`src/rtl/irqd_pkg.sv`:
```
package irqd_pkg;
  typedef enum logic {
    SLOT_EMPTY = 1'b0,
    SLOT_HELD  = 1'b1
  } slot_e;
endpackage

```
`src/rtl/irqd_slot.sv`:
```
module irqd_slot
  import irqd_pkg::*;
(
  input  logic clk,
  input  logic rst,
  input  logic req_i,
  input  logic en_i,
  output logic fire_o,
  output logic held_o
);
  slot_e slot_q;

  assign held_o = (slot_q == SLOT_HELD);
  // a held request retries every tick until the enable bit lets it through
  assign fire_o = en_i & (req_i | held_o);

  always_ff @(posedge clk) begin
    if (rst) begin
      slot_q <= SLOT_EMPTY;
    end else if (en_i) begin
      slot_q <= SLOT_EMPTY;
    end else if (req_i) begin
      slot_q <= SLOT_HELD;   // a request arriving while held is dropped
    end
  end

  AST_SLOT_KEEPS: assert property (@(posedge clk) disable iff (rst)
    (held_o && !en_i) |=> held_o);
  AST_SLOT_EMPTIES: assert property (@(posedge clk) disable iff (rst)
    en_i |=> !held_o);
  AST_SLOT_FILLS: assert property (@(posedge clk) disable iff (rst)
    (req_i && !en_i) |=> held_o);
endmodule

```
`src/rtl/irqd_capture.sv`:
```
module irqd_capture #(
  parameter int PC_W = 32,
  parameter int ST_W = 32,
  parameter logic [PC_W-1:0] VECTOR = 'hFFFFF138
) (
  input  logic            clk,
  input  logic            rst,
  input  logic            fire_i,
  input  logic [PC_W-1:0] cur_pc_i,
  input  logic [ST_W-1:0] cur_status_i,
  input  logic [PC_W-1:0] next_pc_i,
  output logic            redirect_valid_o,
  output logic [PC_W-1:0] pc_o,
  output logic [PC_W-1:0] backup_pc_o,
  output logic [ST_W-1:0] backup_status_o,
  output logic [ST_W-1:0] status_o,
  output logic            stack_swap_o
);
  localparam logic [ST_W-1:0] ST_CLEAR = '0;

  always_ff @(posedge clk) begin
    if (rst) begin
      redirect_valid_o <= 1'b0;
      stack_swap_o     <= 1'b0;
      pc_o             <= '0;
      status_o         <= '0;
      backup_pc_o      <= '0;
      backup_status_o  <= '0;
    end else begin
      redirect_valid_o <= fire_i;
      stack_swap_o     <= fire_i;
      pc_o             <= fire_i ? VECTOR : next_pc_i;
      status_o         <= fire_i ? ST_CLEAR : cur_status_i;
      if (fire_i) begin
        backup_pc_o     <= cur_pc_i;
        backup_status_o <= cur_status_i;
      end
    end
  end

  AST_BACKUP_HOLD: assert property (@(posedge clk) disable iff (rst)
    !fire_i |=> $stable(backup_pc_o) && $stable(backup_status_o));
  AST_PASS_PC: assert property (@(posedge clk) disable iff (rst)
    !fire_i |=> pc_o == $past(next_pc_i));
endmodule

```
`src/rtl/irq_deliver.sv`:
```
module irq_deliver #(
  parameter int PC_W = 32,
  parameter int ST_W = 32,
  parameter logic [PC_W-1:0] VECTOR = 'hFFFFF138
) (
  input  logic            clk,
  input  logic            rst,
  input  logic            irq_req_i,
  input  logic            int_en_i,
  input  logic [PC_W-1:0] cur_pc_i,
  input  logic [ST_W-1:0] cur_status_i,
  input  logic [PC_W-1:0] next_pc_i,
  output logic            redirect_valid_o,
  output logic [PC_W-1:0] pc_o,
  output logic [PC_W-1:0] backup_pc_o,
  output logic [ST_W-1:0] backup_status_o,
  output logic [ST_W-1:0] status_o,
  output logic            stack_swap_o
);
  logic fire;
  logic held;

  irqd_slot i_slot (
    .clk    (clk),
    .rst    (rst),
    .req_i  (irq_req_i),
    .en_i   (int_en_i),
    .fire_o (fire),
    .held_o (held)
  );

  irqd_capture #(
    .PC_W   (PC_W),
    .ST_W   (ST_W),
    .VECTOR (VECTOR)
  ) i_capture (
    .clk              (clk),
    .rst              (rst),
    .fire_i           (fire),
    .cur_pc_i         (cur_pc_i),
    .cur_status_i     (cur_status_i),
    .next_pc_i        (next_pc_i),
    .redirect_valid_o (redirect_valid_o),
    .pc_o             (pc_o),
    .backup_pc_o      (backup_pc_o),
    .backup_status_o  (backup_status_o),
    .status_o         (status_o),
    .stack_swap_o     (stack_swap_o)
  );

  AST_DELIVER_NOW: assert property (@(posedge clk) disable iff (rst)
    (irq_req_i && int_en_i) |=> (redirect_valid_o && pc_o == VECTOR));
  AST_MASKED_QUIET: assert property (@(posedge clk) disable iff (rst)
    !int_en_i |=> !redirect_valid_o);
  AST_RETRY_HELD: assert property (@(posedge clk) disable iff (rst)
    (held && int_en_i) |=> redirect_valid_o);
  AST_BACKUP_PC: assert property (@(posedge clk) disable iff (rst)
    (irq_req_i && int_en_i) |=> backup_pc_o == $past(cur_pc_i));
  AST_STATUS_ZERO: assert property (@(posedge clk) disable iff (rst)
    redirect_valid_o |-> status_o == '0);
  AST_SWAP_PULSE: assert property (@(posedge clk) disable iff (rst)
    (irq_req_i && int_en_i) |=> stack_swap_o);
endmodule

```
`config.mk`:
```
export PLATFORM = sky130hd
export DESIGN_NAME = irq_deliver
export DESIGN_NICKNAME = d
export VERILOG_FILES = /design/src/rtl/irqd_pkg.sv /design/src/rtl/irqd_slot.sv /design/src/rtl/irqd_capture.sv /design/src/rtl/irq_deliver.sv
export SDC_FILE = /design/constraint.sdc
export NUM_CORES = 1
export LEC_CHECK = 0
export ABC_AREA = 1
export BUFFER_PORTS_ARGS = -buffer_cell sky130_fd_sc_hd__buf_2
export CAP_MARGIN = 20
export CORE_AREA = 2 2 99 101
export DETAILED_ROUTE_END_ITERATION = 10
export DIE_AREA = 0 0 101 103
export GPL_TIMING_DRIVEN = 0
export PLACE_DENSITY = 0.83
export SLEW_MARGIN = 20
export SYNTH_ARGS = -nofsm -noshare
export SYNTH_HDL_FRONTEND = slang
export SYNTH_SLANG_ARGS = --single-unit
```
`constraint.sdc`:
```
create_clock -name clk -period 2.45 [get_ports clk]
set_clock_uncertainty 0.2 [all_clocks]
set_input_delay 0.245 -clock clk [delete_from_list [all_inputs] [get_ports clk]]
set_output_delay 0.245 -clock clk [all_outputs]
set_load 0.02 [all_outputs]
```
=== After elaboration in Yosys (flattened, before gate mapping) ===
Cells that the tools add are included.

* Word-level logic and storage cells: 12
* Input bits: 100
* Register bits: 130
* Output and inout bits: 130

* Bitwise gates (word level): 2
* Mux-type cells: 1
* Reductions and logical operators: 2

{| class="wikitable"
|+ Operator list
! operator !! count
|-
| 32-bit 2-to-1 mux || 1
|-
| 2-bit OR reduction || 2
|-
| 1-bit AND || 1
|-
| 1-bit bitwise OR || 1
|}

=== Longest topological paths before layout ===
Gate-level depths: netlist of the first run.

* Depth in word-level cells: 3
* Depth in mapped cells: 6
* Gate-level depth less buffers: 4

=== Hierarchy ===
Synthesis of the first run repeated with hierarchy kept, for this count alone.

* Cell total of the unflattened synthesis: 492
* Area, all modules: 4,132.7 sq um

{| class="wikitable"
|+ By module, submodules not included
! module !! instances !! cells each !! seq. area each (sq um) !! area each (sq um)
|-
| irqd_capture || 1 || 485 || 2,582.5 || 4,090.2
|-
| irqd_slot || 1 || 7 || 20.0 || 42.5
|}

=== Worst setup path after synthesis of the first run ===
OpenSTA, ideal clock, no wires.

* Path kind: flip-flop to flip-flop
* From: register i_slot.slot_q (netlist: i_slot.held_o)
* To: register i_capture.backup_pc_o[10]
* Required time: 2.191 ns
* Buffers on the path: 2
* Cell stages (with the launch flop): 6
* Period minus slack after synthesis: 1.244 ns
* Slack: 1.206 ns
* Data arrival time: 0.984 ns
* Library setup time: 0.059 ns
* Cell sequence: dfxtp_1 > o21ai_4 > buf_2 > buf_4 > nand3_1 > nand2_1

* Word-level cells in the longest chain between the ends: 2

{| class="wikitable"
|+ RTL lines
! element !! line !! RTL
|-
| start, declared || irqd_slot.sv:11 || <nowiki>slot_e slot_q;</nowiki>
|-
| start signal, assigned || irqd_slot.sv:19 || <nowiki>slot_q <= SLOT_EMPTY;</nowiki>
|-
| start signal, assigned || irqd_slot.sv:21 || <nowiki>slot_q <= SLOT_EMPTY;</nowiki>
|-
| start signal, assigned || irqd_slot.sv:23 || <nowiki>slot_q <= SLOT_HELD;</nowiki>
|-
| 1-bit bitwise OR || irqd_slot.sv:15 || <nowiki>assign fire_o = en_i & (req_i | held_o);</nowiki>
|-
| 1-bit AND || irqd_slot.sv:15 ||
|-
| end signal, assigned || irqd_capture.sv:35 || <nowiki>backup_pc_o <= cur_pc_i;</nowiki>
|-
| end, declared || irqd_capture.sv:14 || <nowiki>output logic [PC_W-1:0] backup_pc_o,</nowiki>
|}

No other way between the ends.
A chain may end at the register's enable or synchronous reset.

=== Final worst setup path of the first run ===
* From: register i_slot.slot_q (netlist: i_slot.held_o)
* To: register i_capture.pc_o[3]

* Word-level cells in the longest chain between the ends: 3

{| class="wikitable"
|+ RTL lines
! element !! line !! RTL
|-
| 1-bit bitwise OR || irqd_slot.sv:15 ||
|-
| 1-bit AND || irqd_slot.sv:15 ||
|-
| 32-bit 2-to-1 mux || irqd_capture.sv:32 || <nowiki>pc_o <= fire_i ? VECTOR : next_pc_i;</nowiki>
|-
| end signal, assigned || irqd_capture.sv:32 ||
|-
| end, declared || irqd_capture.sv:13 || <nowiki>output logic [PC_W-1:0] pc_o,</nowiki>
|}

No other way between the ends.

==> results of run 1 <==
flip-flops by register name, indices dropped and copies added, names as in the netlist:
register / cells
i_capture.status_o: 32
i_capture.pc_o: 32
i_capture.backup_status_o: 32
i_capture.backup_pc_o: 32
i_capture.stack_swap_o: 1
i_slot.held_o: 1
metrics by stage:
stage	cell area [sq um]	util, %
final	7260	76.7
after floorplan	4360	-
after global routing	7260	76.7
after detailed placement	5640	59.6
after global placement	5640	59.6
after CTS	7260	76.7
repair_timing:
item                      in CTS  in global routing
resized for setup              0                  0
buffers inserted               0                  0
hold endpoints to repair     128                  0
hold buffers                 101                  0
cell type report:
cell class	count	share of cell area, %
sequential	130	35.8
timing repair buffer	329	29.6
multi-input combinational	286	18.7
clock buffer	23	6.57
buffer	47	3.27
inverter	43	2.22
tap	114	1.96
clock inverter	9	1.76
antenna	1	0.0345
power by group through the flow:
stage,logic [W],clock network (W),registers [W]
after floorplan,0.000210,0,0.00250
after global placement,0.000639,0,0.00233
after detailed placement,0.000655,0,0.00234
after CTS,0.000784,0.00255,0.00229
after global routing,0.000875,0.00266,0.00231
final,0.000815,0.00256,0.00230
placed cells by master, fill, tap and decap left out:
master / n
nand3_1: 64
nand4_1: 64
inv_1: 42
clkbuf_2: 1
o21ai_0: 24
dlygate4sd3_1: 101
clkinv_2: 3
bufinv_16: 3
buf_4: 8
nor2_1: 42
clkbuf_1: 16
inv_2: 1
o21ai_4: 1
clkbuf_8: 5
nand2_1: 91
dfxtp_1: 130
diode_2: 1
clkinvlp_4: 3
clkbuf_16: 16
buf_2: 252
critical path: cells and delay by family, from the launching register on:
kind / cells / cell delay (ns)
compound gates: 2 / 0.45
buf+inv: 2 / 0.86
flops: 1 / 0.34
kinds of logic (layout without fill, tap and decap cells):
logic type	Yosys count	in the layout	share of synthesized area (%)
simple gates	261	261	28.0
flops	130	130	59.7
buf+inv	90	451	9.16
compound gates	25	25	3.13
other cells	0	1	0
routing by layer:
layer / vias up / global-route usage (%)
met2: 271 / 55.6
met5: - / 0
li1: 2367 / -
met1: 2356 / 30.0
met4: 0 / 16.1
met3: 63 / 8.00
worst paths after layout:
kind	end	slack, ns	cells past startpoint
worst min register to register	i_capture.backup_pc_o[22]	0.26	2
worst max-delay path	i_capture.pc_o[3]	0.47	4
worst max register to register	i_capture.pc_o[3]	0.47	4
worst min-delay path	i_capture.backup_pc_o[28]	0.05	4
==> run metrics, run 1 <==
starting density of the core 46.1%; drt via density 5.15; die area 10400 sq um; worst-case clock buffer depth 2; Top Layer Used met4; placed cells 848; initial antenna violation count 1; #FFs+latches synth 130; NumNets Final 954; core area 9460 sq um; CTS buffer count 17; Worst-path clk slew 0.06 ns; HP Start int_en_i; Total Routing Usage GR 29.7%; RePlAce Congestion 0.867; RR Startpoint i_slot.held_o; half-perimeter wire length after placement 9150 um; Leak 3.90 nW; H-tree Lvls 4; global route overflow 0; row count 36; cells after synthesis 506; share of post-route cells with drive strength above 1 33.8%; delay of the slowest cell on the worst path 0.59 ns; Psw 0.00145 W; Comb power frac 14.4%; sw frac 25.5%; HP Class in -> reg; worst skew pair latency 0.52 ns; Slew @ Worst Pin 0.485 ns; PnR worst setup slack 0.474 ns; Synth Net Count 606; clock sink count 130; first-pass GRT wire length 23800 um; post-synth top area share 59.7%; CP Max Fanout 10; Slew Viols, Final 0; status completed; Slew headroom 67.7%; fin crit share 80.6%; number of global-route vias before repair 5156; Fin Setup TNS 0 ns; Post-synth EDFFs 0; Clock Power Share 45.2%; ys async rst share 0%; dominant synthesized flop cell dfxtp_1; Tmin final 1.98 ns; Int Pwr 0.00423 W; CP Cell Sequence o21ai_4 > buf_2 > o21ai_0 > dlygate4sd3_1; Mapped Area 4360 sq um; Non-Filler Instances 982; # port buffers 228; part of the power in registers 40.5%; pwr/cell area 782 nW/um^2; CP Launch Point i_slot.held_o; CP max stage cell dlygate4sd3_1; Synth top cells by count dfxtp_1 (130), nand2_1 (91), nand3_1 (64), nand4_1 (64); Metal-1 WL 5930 um; Hold Slack 0.0540 ns; Routed wire per std cell 16.2 um; crit end category register; WL met2 8220 um; DRT Wirelength 15900 um; Syn. warnings 0; kind of critical path reg -> reg; drt pass-1 iters 5; DRT iter0 DRCs 184; Top-Level Pins 230; Die X 101 um; final count of hold timing violations 0; RSZ-0062 raised after global routing no; largest net degree at the start of global routing 17; footprint of the multi-input gates 1360 sq um; most area-consuming cells after synthesis dfxtp_1 (60%), nand4_1 (9.2%), nand2_1 (7.8%); Peak VDD IR 0.502 mV; Arr. time, crit path 2.17 ns; CTS tree built; Yosys cell types 13; overall power 0.00568 W; ANT nets after route 0; detailed-route via count 5057; DRC 0; met3 WL 1080 um; CTS root buffer clkbuf_8; Worst EP required 2.65 ns; Die Y 103 um; fmax 506 MHz; Seq/Total Area, Yosys 59.7%; worst setup slack after placement 0.891 ns; most numerous cell in the Yosys netlist dfxtp_1; Final setup viols 0; Mean Syn Cell Area 8.61 sq um; max_cap viols 0; FF+latch area 2600 sq um; fillers 601; Layout area overhead 66.6%; largest area contributor in the netlist dfxtp_1; Worst setup SP type register
(Power assumes the default switching activity.)
==> run 2, diff against run 1 <==
CORE_AREA = 2 2 103 105   (was 2 2 99 101)
DIE_AREA = 0 0 105 107   (was 0 0 101 103)
PLACE_DENSITY = 0.77   (was 0.83)
clock period = 2 ns   (was 2.45 ns; I/O delays follow)
==> run metrics, run 2 (synthesis results as in run 1) <==
Slew Viols, Final 0 (unchanged); Top-Level Pins 230 (unchanged); row count 37 (+2.8%); Die X 105 um (+4.0%); # diodes 0 (-1); Min-Delay Endpoint i_capture.pc_o[13]; die area 11200 sq um (+8.0%); CP max stage cell dlygate4sd3_1; detailed-route via count 4953 (-2.1%); Tmin final 1.81 ns (-0.168 ns); first-pass GRT wire length 24300 um (+2.2%); pwr/cell area 953 nW/um^2 (+22%); CP Cell Sequence o21ai_4 > buf_2 > o21ai_0 > dlygate4sd3_1; Slew @ Worst Pin 0.495 ns (+0.0108 ns); starting density of the core 43.2% (-2.9 points); RePlAce Congestion 0.791 (-8.7%); r2r setup slk 0.19 ns (-0.28 ns); commonest cells after routing, fill and taps aside buf_2 (252), dfxtp_1 (130), dlygate4sd3_1 (103), nand2_1 (91); Worst setup SP type register; fmax 553 MHz (+9.3%); DRT iter0 DRCs 348 (+89%); status completed; # port buffers 228 (unchanged); DRT Wirelength 15400 um (-3.3%); family with the most delay on the worst path buffers and inverters; Final setup viols 0 (unchanged); Die Y 107 um (+3.9%); worst path bufs/invs 2 (unchanged); drt via density 4.91 (-4.6%); worst setup slack after placement 0.437 ns (-0.454 ns); Total Routing Usage GR 27.3% (-2.4 points); final count of hold timing violations 0 (unchanged); global route overflow 0 (unchanged); Routed wire per std cell 15.3 um (-5.8%); CP Max Fanout 10 (unchanged); crit end category register; Critical R2R Capture i_capture.pc_o[4]; PnR worst setup slack 0.192 ns (-0.282 ns); drt pass-1 iters 5 (unchanged); largest net degree at the start of global routing 17 (unchanged); delay of the slowest cell on the worst path 0.57 ns (-0.02 ns); CTS buffer count 17 (unchanged); ANT nets after route 0 (unchanged); CTS tree built; Fin Setup TNS 0 ns (unchanged); half-perimeter wire length after placement 9130 um (-0.20%); commonest non-fill, non-tap cell in the layout buf_2; CTS resizes 0 (unchanged); grt met2 use 49.0% (-6.6 points); share of post-route cells with drive strength above 1 34.2% (+0.38 points); Leak 3.93 nW (+0.78%); DRC 0 (unchanged); H-tree Lvls 4 (unchanged); clock sink count 130 (unchanged); worst-case clock buffer depth 2 (unchanged); busiest grt layer met2; Slew headroom 67.0% (-0.72 points); number of global-route vias before repair 5051 (-2.0%); HP Start rst; CTS root buffer clkbuf_8; Worst-path clk slew 0.06 ns (about the same); core area 10100 sq um (+6.7%); Worst EP required 2.19 ns (-0.46 ns); HP Class in -> reg; WHS Path Cells 3 (-1); Layout area overhead 68.5%; RR Startpoint i_slot.held_o; kind of critical path reg -> reg; met1 global-route usage 30.2% (+0.17 points); NumNets Final 959 (+0.52%); worst skew pair latency 0.50 ns (-0.02 ns); initial antenna violation count 0 (-1); met3 usage 6.69% (-1.3 points); fin crit share 90.4% (+9.7 points); Arr. time, crit path 2.00 ns (-0.17 ns); RSZ-0062 raised after global routing no; Peak VDD IR 0.559 mV (+11%); max_cap viols 0 (unchanged); worst reg2reg path depth 4 (unchanged)
-- run 2: changes by cell type in the layout (fill, tap and decap cells not counted), moves of 2 or more --
cell and change:
inv_6 +2, clkbuf_1 -2, buf_4 +3, clkinv_4 +2, dlygate4sd3_1 +2
-- run 2: worst reg2reg max path: stages (launching register included) --
cell           delay, ns
dfxtp_1             0.34
o21ai_4             0.20
buf_2               0.27
o21ai_0             0.12
dlygate4sd3_1       0.57
-- run 2: final cells by class --
class,count,area (sq um)
flip-flops and latches,130,2600
plain buffers,47,238
repair buffers,334,2190
clock inverters,11,150
clock buffers,21,469
fillers,754,2750
well taps,136,170
inverters,43,161
multi-input cells,286,1360
-- run 2: timing repair --
item / CTS / global route
hold endpoints to repair: 129 / 0
hold buffers: 103 / 0
setup endpoints to repair: 0 / 5
buffers inserted: 0 / 3
-- run 2: report_power, final --
group          internal, W  switching (W)
Sequential         0.00275      0.0000657
Clock              0.00204        0.00114
Combinational     0.000415       0.000580
Total              0.00520        0.00179
-- run 2: how the worst max path moves through the flow --
stage,startpoint,cells past startpoint,endpoint
after global routing,i_slot.held_o,4,i_capture.pc_o[3]
after CTS,i_slot.held_o,4,i_capture.pc_o[3]
after floorplan,i_slot.held_o,5,i_capture.backup_pc_o[10]
after detailed placement,i_slot.held_o,5,i_capture.backup_pc_o[7]
final,i_slot.held_o,4,i_capture.pc_o[4]
after global placement,i_slot.held_o,5,i_capture.backup_pc_o[12]
-- run 2: per-stage QoR --
step | std cells | cell area (sq um) | util (%) | power (W) | hold WS, ns
after CTS | 1005 | 7320 | 72.5 | 0.00699 | 0.0342
after detailed placement | 870 | 5670 | 56.2 | 0.00367 | 0.205
after global placement | 870 | 5670 | 56.2 | 0.00365 | 0.197
final | 1008 | 7340 | 72.7 | 0.00699 | 0.0542
after floorplan | 506 | 4360 | - | 0.00332 | 0.112
after global routing | 1008 | 7340 | 72.7 | 0.00725 | 0.110
-- run 2: layer usage --
metal,part of all wire [%],wire (um)
met1,39,6070
met3,6.4,979
met4,3.1,471
met2,51,7870
met5,0,0
==> run 3, diff against run 2 <==
CELL_PAD_IN_SITES_DETAIL_PLACEMENT = 1   (was unset)
CELL_PAD_IN_SITES_GLOBAL_PLACEMENT = 1   (was unset)
CORE_AREA = 2 2 171 89   (was 2 2 103 105)
DIE_AREA = 0 0 173 91   (was 0 0 105 107)
PLACE_DENSITY = unset   (was 0.77)
PLACE_DENSITY_LB_ADDON = 0.1   (was unset)
==> run metrics, run 3 (synthesis results as in run 1) <==
RR Startpoint i_slot.held_o; DRT Wirelength 17200 um (+12%); Arr. time, crit path 1.83 ns (-0.17 ns); Top-Level Pins 230 (unchanged); PnR worst setup slack 0.267 ns (+0.0744 ns); crit end category register; Slew Viols, Final 0 (unchanged); Layout area overhead 68.3%; fin area 7330 sq um (-0.12%); row count 31 (-16%); r2r setup slk 0.27 ns (+0.07 ns); Total Routing Usage GR 22.6% (-4.7 points); Fin Setup TNS 0 ns (unchanged); delay of the slowest cell on the worst path 0.57 ns (about the same); worst-case clock buffer depth 2 (unchanged); Worst EP required 2.10 ns (-0.09 ns); share of post-route cells with drive strength above 1 34.0% (-0.19 points); Slew headroom 66.6% (-0.36 points); drt pass-1 iters 4 (-1); kind of critical path reg -> reg; Tmin final 1.73 ns (-0.0744 ns); DRT iter0 DRCs 227 (-35%); CTS resizes 0 (unchanged); Final setup viols 0 (unchanged); drt via density 4.55 (-7.3%); Min-Delay Endpoint i_capture.backup_pc_o[30]; fin crit share 86.7% (-3.7 points); fillers 1725 (+130%); global route overflow 0 (unchanged); pwr/cell area 931 nW/um^2 (-2.3%); NumNets Final 955 (-0.42%); commonest non-fill, non-tap cell in the layout buf_2; core area 14200 sq um (+41%); ANT nets after route 0 (unchanged); die area 15700 sq um (+40%); Routed wire per std cell 16.1 um (+5.7%); initial antenna violation count 0 (unchanged); clock sink count 130 (unchanged); FF+latch area 2600 sq um (unchanged); footprint of the multi-input gates 1360 sq um (unchanged); max_cap viols 0 (unchanged); Critical R2R Capture i_capture.pc_o[31]; HP Class in -> reg; RePlAce Congestion 0.819 (+3.5%); Worst-path clk slew 0.06 ns (about the same); CP Max Fanout 10 (unchanged); Die Y 91 um (-15%); commonest cells after routing, fill and taps aside buf_2 (252), dfxtp_1 (130), dlygate4sd3_1 (101), nand2_1 (91); fin util 51.7% (-21 points); detailed-route via count 4854 (-2.0%); CP Cell Sequence o21ai_4 > buf_2 > o21ai_0 > dlygate4sd3_1; half-perimeter wire length after placement 11500 um (+26%); fmax 577 MHz (+4.3%); Die X 173 um (+65%); # diodes 0 (unchanged); first-pass GRT wire length 28100 um (+16%); starting density of the core 30.7% (-12 points); Worst setup SP type register; worst skew pair latency 0.41 ns (-0.09 ns); Leak 3.88 nW (-1.3%); number of global-route vias before repair 5272 (+4.4%); CTS buffer count 17 (unchanged); RSZ-0062 raised after global routing no; worst reg2reg path depth 4 (unchanged); largest net degree at the start of global routing 17 (unchanged); final count of hold timing violations 0 (unchanged); placed cell area 5750 sq um (+1.4%); Peak VDD IR 0.444 mV (-20%); DRC 0 (unchanged); overall power 0.00683 W (-2.4%); CTS tree built; status completed; HP Start int_en_i; CP max stage cell dlygate4sd3_1; # port buffers 228 (unchanged); Slew @ Worst Pin 0.501 ns (+0.00540 ns); worst setup slack after placement 0.394 ns (-0.0431 ns); CTS root buffer clkbuf_16; WHS Path Cells 4 (+1); H-tree Lvls 4 (unchanged)
[run 3: changes by cell type in the layout (fill, tap and decap cells not counted), sizes merged]
| cell | delta |
|---|---|
| clkinvlp | +3 |
| bufinv | -2 |
| clkinv | -2 |
| buf | -2 |
| clkbuf | -2 |
| dlygate4sd3 | -2 |
| inv | +3 |
[run 3: power by group]
group	switching (W)	internal (W)	leakage [nW]
logic	0.000593	0.000410	2.54
clock network	0.00125	0.00176	0.263
registers	0.0000626	0.00275	1.07
[run 3: layout make-up]
class | count | share of cell area (%)
Buffer | 47 | 3.24
Sequential cell | 130 | 35.5
Inverter | 43 | 2.20
Clock inverter | 13 | 1.71
Multi-Input combinational cell | 286 | 18.5
Clock buffer | 19 | 6.04
Tap cell | 198 | 3.38
Timing Repair Buffer | 330 | 29.4
[run 3: critical path: cells and delay by family, from the launching register on]
| kind | cells | cell delay [ns] |
|---|---|---|
| DFF | 1 | 0.33 |
| buffers and inverters | 2 | 0.81 |
| AOI/OAI and AO/OA | 2 | 0.28 |
[run 3: stage by stage]
stage / std cells / hold slack [ns]
3_3_place_gp: 932 / 0.199
4_1_cts: 1065 / 0.105
2_1_floorplan: 506 / 0.112
5_1_grt: 1066 / 0.132
6_report: 1066 / 0.110
3_5_place_dp: 932 / 0.206
[run 3: worst max path at each step]
stage               slack, ns                           end          start
CTS                      0.05             i_capture.pc_o[5]  i_slot.held_o
global route             0.18            i_capture.pc_o[31]  i_slot.held_o
global placement         0.42     i_capture.backup_pc_o[18]  i_slot.held_o
floorplan                0.76     i_capture.backup_pc_o[10]  i_slot.held_o
finish                   0.27            i_capture.pc_o[31]  i_slot.held_o
detailed placement       0.39  i_capture.backup_status_o[5]  i_slot.held_o
[run 3: timing repair]
item / in CTS / in global routing
endpoints found under the setup margin: 0 / 5
endpoints found under the hold margin: 128 / 0
setup buffers: 0 / 1
hold buffers: 101 / 0
[run 3: layer usage]
metal	GRT usage, %	up-vias	part of all wire (%)	wire length [um]
li1	-	2370	-	-
met1	28.7	2290	47	8010
met2	36.9	174	45	7830
met3	6.62	20	6.5	1120
met4	7.20	0	1.5	250
met5	0	-	0	0
